--- src/rtl/crcfold_pkg.sv ---
package crcfold_pkg;

  localparam int CRC_W    = 32;
  localparam int NARROW_W = 16;
  localparam int DATA_W   = 32;
  localparam int CNT_W    = $clog2(DATA_W + 1);

  localparam logic [CRC_W-1:0] REFL_ETH   = 32'hEDB88320;
  localparam logic [CRC_W-1:0] REFL_CAST  = 32'h82F63B78;
  localparam logic [CRC_W-1:0] REFL_CCITT = 32'h00008408;

  localparam logic [CRC_W-1:0] SEED_WIDE   = {CRC_W{1'b1}};
  localparam logic [CRC_W-1:0] SEED_NARROW = {{(CRC_W-NARROW_W){1'b0}}, {NARROW_W{1'b1}}};

  typedef enum logic [1:0] {
    POLY_ETH   = 2'd0,
    POLY_CAST  = 2'd1,
    POLY_CCITT = 2'd2,
    POLY_ALIAS = 2'd3
  } polySel_e;

  typedef enum logic [1:0] {
    BEAT_BYTE = 2'd0,
    BEAT_HALF = 2'd1,
    BEAT_WORD = 2'd2,
    BEAT_WIDE = 2'd3
  } beatWidth_e;

  typedef struct packed {
    logic             loadSeed;
    logic             absorb;
    logic             narrow;
    logic [CRC_W-1:0] seed;
    logic [CRC_W-1:0] polyRefl;
    logic [CNT_W-1:0] nBits;
  } ctrlStrobe_t;

endpackage

--- src/rtl/crcfold_ctrl.sv ---
module crcfold_ctrl
  import crcfold_pkg::*;
(
  input  logic        clk,
  input  logic        rstN,
  input  logic        initReq,
  input  logic [1:0]  polySel,
  input  logic        beatValid,
  input  logic [1:0]  beatWidth,
  output ctrlStrobe_t strb
);

  polySel_e modeQ;
  polySel_e modeNext;

  // code 3 aliases the Ethernet generator
  always_comb begin
    modeNext = polySel_e'(polySel);
    if (modeNext == POLY_ALIAS) modeNext = POLY_ETH;
  end

  always_ff @(posedge clk or negedge rstN) begin
    if (!rstN)        modeQ <= POLY_ETH;
    else if (initReq) modeQ <= modeNext;
  end

  always_comb begin
    strb.loadSeed = initReq;
    strb.absorb   = beatValid && !initReq;
    strb.narrow   = (modeQ == POLY_CCITT);
    strb.seed     = (modeNext == POLY_CCITT) ? SEED_NARROW : SEED_WIDE;

    unique case (modeQ)
      POLY_CAST:  strb.polyRefl = REFL_CAST;
      POLY_CCITT: strb.polyRefl = REFL_CCITT;
      default:    strb.polyRefl = REFL_ETH;
    endcase

    unique case (beatWidth_e'(beatWidth))
      BEAT_BYTE: strb.nBits = CNT_W'(8);
      BEAT_HALF: strb.nBits = CNT_W'(16);
      default:   strb.nBits = CNT_W'(DATA_W);
    endcase
  end

endmodule

--- src/rtl/crcfold_path.sv ---
module crcfold_path
  import crcfold_pkg::*;
(
  input  logic              clk,
  input  logic              rstN,
  input  ctrlStrobe_t       strb,
  input  logic [DATA_W-1:0] beatData,
  output logic [CRC_W-1:0]  crcOut,
  output logic [CRC_W-1:0]  crcFinal
);

  logic [CRC_W-1:0]             crcQ;
  logic [DATA_W:0][CRC_W-1:0]   chain;

  assign chain[0] = crcQ;

  // one unrolled reflected shift step per data bit, lowest bit first
  for (genvar i = 0; i < DATA_W; i++) begin : g_step
    logic             feedBack;
    logic [CRC_W-1:0] shifted;
    logic [CRC_W-1:0] stepped;
    always_comb begin
      feedBack = chain[i][0] ^ beatData[i];
      shifted  = chain[i] >> 1;
      stepped  = feedBack ? (shifted ^ strb.polyRefl) : shifted;
      chain[i+1] = (strb.nBits > CNT_W'(i)) ? stepped : chain[i];
    end
  end

  always_ff @(posedge clk or negedge rstN) begin
    if (!rstN)              crcQ <= SEED_WIDE;
    else if (strb.loadSeed) crcQ <= strb.seed;
    else if (strb.absorb)   crcQ <= chain[DATA_W];
  end

  assign crcOut   = crcQ;
  assign crcFinal = crcQ ^ (strb.narrow ? SEED_NARROW : SEED_WIDE);

endmodule

--- src/rtl/crcfold_top.sv ---
module crcfold_top
  import crcfold_pkg::*;
(
  input  logic              clk,
  input  logic              rstN,
  input  logic              initReq,
  input  logic [1:0]        polySel,
  input  logic              beatValid,
  input  logic [1:0]        beatWidth,
  input  logic [DATA_W-1:0] beatData,
  output logic [CRC_W-1:0]  crcOut,
  output logic [CRC_W-1:0]  crcFinal
);

  ctrlStrobe_t strb;

  crcfold_ctrl ctrl_i (
    .clk       (clk),
    .rstN      (rstN),
    .initReq   (initReq),
    .polySel   (polySel),
    .beatValid (beatValid),
    .beatWidth (beatWidth),
    .strb      (strb)
  );

  crcfold_path path_i (
    .clk      (clk),
    .rstN     (rstN),
    .strb     (strb),
    .beatData (beatData),
    .crcOut   (crcOut),
    .crcFinal (crcFinal)
  );

endmodule

--- config.mk ---
export PLATFORM = sky130hd
export DESIGN_NAME = crcfold_top
export DESIGN_NICKNAME = d
export VERILOG_FILES = /design/src/rtl/crcfold_pkg.sv /design/src/rtl/crcfold_ctrl.sv /design/src/rtl/crcfold_path.sv /design/src/rtl/crcfold_top.sv
export SDC_FILE = /design/constraint.sdc
export NUM_CORES = 1
export LEC_CHECK = 0
export CORE_MARGIN = 3
export CORE_UTILIZATION = 45
export CTS_CLUSTER_DIAMETER = 120
export DETAILED_ROUTE_END_ITERATION = 16
export DONT_BUFFER_PORTS = 1
export GPL_TIMING_DRIVEN = 0
export PLACE_DENSITY = 0.62
export SLEW_MARGIN = 20
export SYNTH_ARGS = -nofsm -noshare
export SYNTH_HDL_FRONTEND = slang
export SYNTH_SLANG_ARGS = --single-unit
--- constraint.sdc ---
create_clock -name clk -period 17.35 [get_ports clk]
set_input_delay 3.47 -clock clk [delete_from_list [all_inputs] [get_ports clk]]
set_output_delay 3.47 -clock clk [all_outputs]
set_load 0.01 [all_outputs]
; Word level (Yosys, flattened, before mapping)
; Cells that the tools add are included.
[classes]
n_div = 0
order_cmp = 32
reduce_logical = 4
eq_ne = 5
shift = 0
n_addsub = 0
n_mux = 71
mul = 0
bitwise = 65
[ops]
columns = cell, n
row1 = 32-bit 2-to-1 mux, 68
row2 = 31-bit by 32-bit bitwise XOR with 32-bit output, 32
row3 = "6-bit by 5-bit greater-than comparator with 1-bit output, second input constant", 16
row4 = 32-bit one-hot mux with 2 select lines, 1
row5 = "6-bit by 4-bit greater-than comparator with 1-bit output, second input constant", 8
row6 = 1-bit bitwise XOR, 32
row7 = 32-bit bitwise XOR, 1
row8 = "6-bit by 3-bit greater-than comparator with 1-bit output, second input constant", 4
row9 = "6-bit by 1-bit greater-than comparator with 1-bit output, second input constant", 2
row10 = "6-bit by 2-bit greater-than comparator with 1-bit output, second input constant", 2
row11 = 6-bit one-hot mux with 2 select lines, 1
row12 = "2-bit == test, second input constant", 3
row13 = "2-bit by 1-bit == test with 1-bit output, second input constant", 2
row14 = 2-bit logical NOT, 1
row15 = 2-bit 2-to-1 mux, 1
row16 = 2-bit nonzero test, 1
row17 = 1-bit logical AND, 1
row18 = 1-bit logical NOT, 1
[totals]
elab_cells = 179
reg_bits = 34
romBits = 0
output_inout_bits = 64
latchBits = 0
ramBits = 0
memories = 0
inputBits = 40

; Longest topological paths before layout
[logic_depth]
depth_word = 100
ltp_mapped = 38
ltp_nobuf = 30

; Cells and area by module
; From an unflattened synthesis, not the netlist that was laid out.
[hier_totals]
cells_unflattened = 5295
area_unflattened_um2 = 33545.9
[modules_own_cells]
columns = module, cells_each, seq_area_each_um2, instances, area_per_inst_um2
row1 = crcfold_path, 5212, 840.8, 1, 32897.8
row2 = crcfold_ctrl, 83, 50.0, 1, 648.1

; Least setup slack after synthesis
; Ideal clock, no wire load.
[synth_timing]
path_kind = input port to flip-flop
from = in beatWidth[0]
to = reg path_i.crcQ[10], in the netlist path_i.crcOut[10]
setup_slack_ns = 5.833
setup_ns = 0.060
path_buffers = 13
required_time_ns = 17.290
t_arrival_ns = 11.456
path_stages = 36
cell_sequence = nor2_1 -> inv_1 -> buf_6 -> clkbuf_1 -> buf_6 -> clkbuf_1 -> clkbuf_1 -> buf_1 -> clkbuf_1 -> clkbuf_1 -> buf_1 -> clkbuf_1 -> ha_1 -> buf_6 -> clkinv_1 -> and4_1 -> mux2_2 -> o21ai_1 -> nand2_1 -> o41ai_2 -> buf_4 -> a211oi_1 -> a2111oi_2 -> nand4_1 -> a211o_1 -> and3b_1 -> a311oi_2 -> mux2i_1 -> and2_1 -> buf_2 -> nand3_1 -> a31oi_1 -> xnor2_1 -> xnor3_1 -> a21oi_1 -> o22a_1
[synth_between]
elab_chain_cells = 99
word_cells_on_any_way = 162
cone_classes = order compare: 32 / eq/ne: 1 / mux: 66 / bitwise: 62 / reduce/logical: 1
[synth_rtl]
columns = item, line
row1 = "start, declared", crcfold_top.sv:9  ; input logic [1:0] beatWidth,
row2 = 2-bit by 1-bit == test with 1-bit output / 2-bit logical NOT (equally long branches), crcfold_ctrl.sv:39  ; unique case (beatWidth_e'(beatWidth))
row3 = 6-bit one-hot mux with 2 select lines *, crcfold_ctrl.sv:39
row4 = 6-bit by 1-bit greater-than comparator with 1-bit output, crcfold_path.sv:26  ; chain[i+1] = (strb.nBits > CNT_W'(i)) ? stepped : chain[i];
row5 = 32-bit 2-to-1 mux, crcfold_path.sv:26
row6 = 31-bit by 32-bit bitwise XOR with 32-bit output / 1-bit bitwise XOR (equally long branches), "crcfold_path.sv:25, crcfold_path.sv:23"
row7 = 32-bit 2-to-1 mux, crcfold_path.sv:25  ; stepped = feedBack ? (shifted ^ strb.polyRefl) : shifted;
row8 = 32-bit 2-to-1 mux, crcfold_path.sv:26
row9 = 31-bit by 32-bit bitwise XOR with 32-bit output / 1-bit bitwise XOR (equally long branches), "crcfold_path.sv:25, crcfold_path.sv:23"
row10 = [83 not listed], --
row11 = 31-bit by 32-bit bitwise XOR with 32-bit output / 1-bit bitwise XOR (equally long branches), "crcfold_path.sv:25, crcfold_path.sv:23"
row12 = 32-bit 2-to-1 mux, crcfold_path.sv:25
row13 = 32-bit 2-to-1 mux, crcfold_path.sv:26
row14 = 31-bit by 32-bit bitwise XOR with 32-bit output / 1-bit bitwise XOR (equally long branches), "crcfold_path.sv:25, crcfold_path.sv:23"
row15 = 32-bit 2-to-1 mux, crcfold_path.sv:25
row16 = 32-bit 2-to-1 mux *, crcfold_path.sv:26
row17 = 32-bit 2-to-1 mux *, crcfold_path.sv:33  ; else if (strb.absorb) crcQ <= chain[DATA_W];
row18 = 32-bit 2-to-1 mux *, crcfold_path.sv:32  ; else if (strb.loadSeed) crcQ <= strb.seed;
row19 = "end signal, assigned", crcfold_path.sv:32
row20 = "end signal, assigned", crcfold_path.sv:33
row21 = "end, declared", crcfold_path.sv:12  ; logic [CRC_W-1:0] crcQ;
; Every way passes the cells marked *; elsewhere a longest branch is shown, timed or not. The select of a mux whose other input is x is not followed.
; A chain may end at the register's enable or synchronous reset.

; Final worst setup path
; Same ends and word-level chain as after synthesis.

==> results.md <==
- Status: finished clean
- TritonCTS clock tree: built
- Core Region: about 37000 sq um
- Fraction of the yosys area taken by sequential cells: 0.0532
- IO Count: 104
- Setup Viol. Count Final: 0
- Actual slew at the worst max-slew pin: between 1 and 1.5 ns
- Grt ovf: 0
- Post-synth EDFFs: 0
- Die Y: 199 um
- Synth Cell Area: 16800 sq um
- N_diodes: 0
- Clock-pin slew on the worst setup and hold paths: 0.06 ns
- Setup repair bufs after CTS: 0
- Met3 global-route usage: 0.0512
- Final period util: 0.862
- Synth Flop Type: dfstp_2
- Clk_lat worst skew: 0.28 ns
- Worst hold-check path type: reg -> reg
- Yosys reg bits: 34
- Max frequency: between 60 and 70 MHz
- Layout cells sized above 1: 0.116
- Worst path arrival time: 15.17 ns
- Largest net degree at the start of global routing: 35
- Routed Antenna Nets: 0
- Max-Slew Margin vs Limit: 0.174
- Syn Nets: 2262
- Post-CTS Hold Buffers: 0
- Final Hold Fails: 0
- Final RePlAce weighted congestion: 1.00
- Async SR Flop Fraction: 1.00
- Most used routing layer: met2
- Initial antenna violation count: 1
- HPWL after DPL: roughly 60000 um
- Most frequent cells in the layout: 364 x xnor2_1, 214 x nor2_1, 208 x nand2_1
- Max-Cap Viols: 0
- Starting Density: 0.458
- CP required: 17.57 ns
- Slowest cell delay on critical path: slightly above 0.7 ns
- Clock root buffer: clkbuf_16
- Area added between synthesis and finish: 4.47%
- GR Util met2: 0.595
- Final Net Count: approximately 2300
- Vias: 17900
- Slowest-stage cell, CP: o41ai_2
- Synth cell types: 134
- Avg WL per Cell: roughly 28 um
- GRT Total Usage: 0.368
- Die ar.: 39600 sq um
- Iter 0 DRT Violations: a little over 2000
- Post-synthesis instance total: 2218
- RSZ-0062 raised after global routing: false
- Top cell by count, worst path: clkbuf_1
- Final hold slack: around 0.57 ns
- Synthesized area per cell: 7.55 sq um
- Commonest non-fill, non-tap cell in the layout: xnor2_1
- CTS-repair resized insts: 0
- Crit Path Max Fanout: 11
- Vias/cell: 6.65
- Clock Path Buffers: 2
- Startpoint class of the critical path: primary input
- H-tree depth: 2
- Die Width: 199 um
- Hold Path Stages: 2
- Clock skew: 0.00421 ns
- DP Worst Slack: ~2.6 ns
- Cts bufs inserted: 5
- Yosys warning total: 0
- DRC viols: 0
- Reg2Reg Depth: 33
- First-pass GRT wire length: around 110000 um
- CP endpoint kind: register
- Placement Rows: 70
- Min Tclk post-route: 14.95 ns
- CTS sink count: 34
- Crit path kind: in -> reg
- Setup ws final: between 2 and 2.5 ns
- WL final: around 75000 um
- Drt pass-1 iters: 7
- # port buffers: 0
- Vias in the first global route: 16800
- Met1 Use GR: 0.491
- Slew Limit Fails: 0
- Fin Setup TNS: 0 ns
per-stage QoR:
stage          utilization  instances  area (sq um)
3_3_place_gp         0.474       2686         17300
2_1_floorplan            -       2218         16800
3_5_place_dp         0.474       2686         17300
4_1_cts              0.478       2694         17500
6_report             0.478       2694         17500
5_1_grt              0.478       2694         17500
worst max-delay path, delay by kind of cell:
kind,cells,cell delay (ns)
simple gates,7,1.44
compound gates,9,3.02
fa+ha+maj,1,0.30
mux,2,0.75
buf+inv,15,5.63
xor+xnor,2,0.53
final timing paths:
check,from,endpoint,slack (ns)
setup / recovery,beatWidth[0],path_i.crcOut[10],2.40
hold / removal,path_i.crcOut[14],path_i.crcOut[14],0.57
setup reg to reg,ctrl_i.modeQ[1],path_i.crcOut[10],6.68
hold reg to reg,path_i.crcOut[14],path_i.crcOut[14],0.57
max in group asynchronous,rstN,path_i.crcOut[24],14.27
min in group asynchronous,rstN,ctrl_i.modeQ[1],2.89
layer usage:
metal | vias up | routed length, um
met5 | - | 13
met4 | 2 | 4220
met3 | 216 | 6670
met2 | 1033 | 33500
met1 | 8640 | 30900
li1 | 8031 | -
cell usage after synthesis (39+ instances only):
library cell  number  area [sq um]
nor2_1           214           803
o21ai_0           86           430
xnor2_1          364          3190
clkbuf_1          81           304
xor2_1            96           841
a21oi_1          117           586
nand3_1           65           325
mux2i_1           58           581
nor3_1            55           275
xnor3_1           50          1130
inv_1             39           146
nand2_1          208           781
flip-flops by register name (all words and copies together), names as in the netlist:
register and cells:
path_i.crcOut 32, ctrl_i.modeQ 2
final cells by class:
cell class / count / area (sq um)
Fill cell: 3684 / 19100
Multi-Input combinational cell: 1975 / 14800
Buffer: 166 / 928
Sequential cell: 34 / 891
Tap cell: 468 / 586
Inverter: 43 / 161
Clock buffer: 6 / 139
Clock inverter: 2 / 12.5
cells by family (layout without fill, tap and decap cells):
logic type	count (synthesis)	after routing	share of synthesized area
and+or+nand+nor	784	784	0.237
AOI/OAI and AO/OA	566	566	0.246
adders and majority gates	4	4	0.00299
xor gates and xnor gates	541	541	0.344
buffers and inverters	209	217	0.0651
DFF	34	34	0.0532
muxes	80	80	0.0513
Power is left out: the tool's default activity adds up to more than one toggle a clock period on the data nets, which glitch-free logic cannot reach.
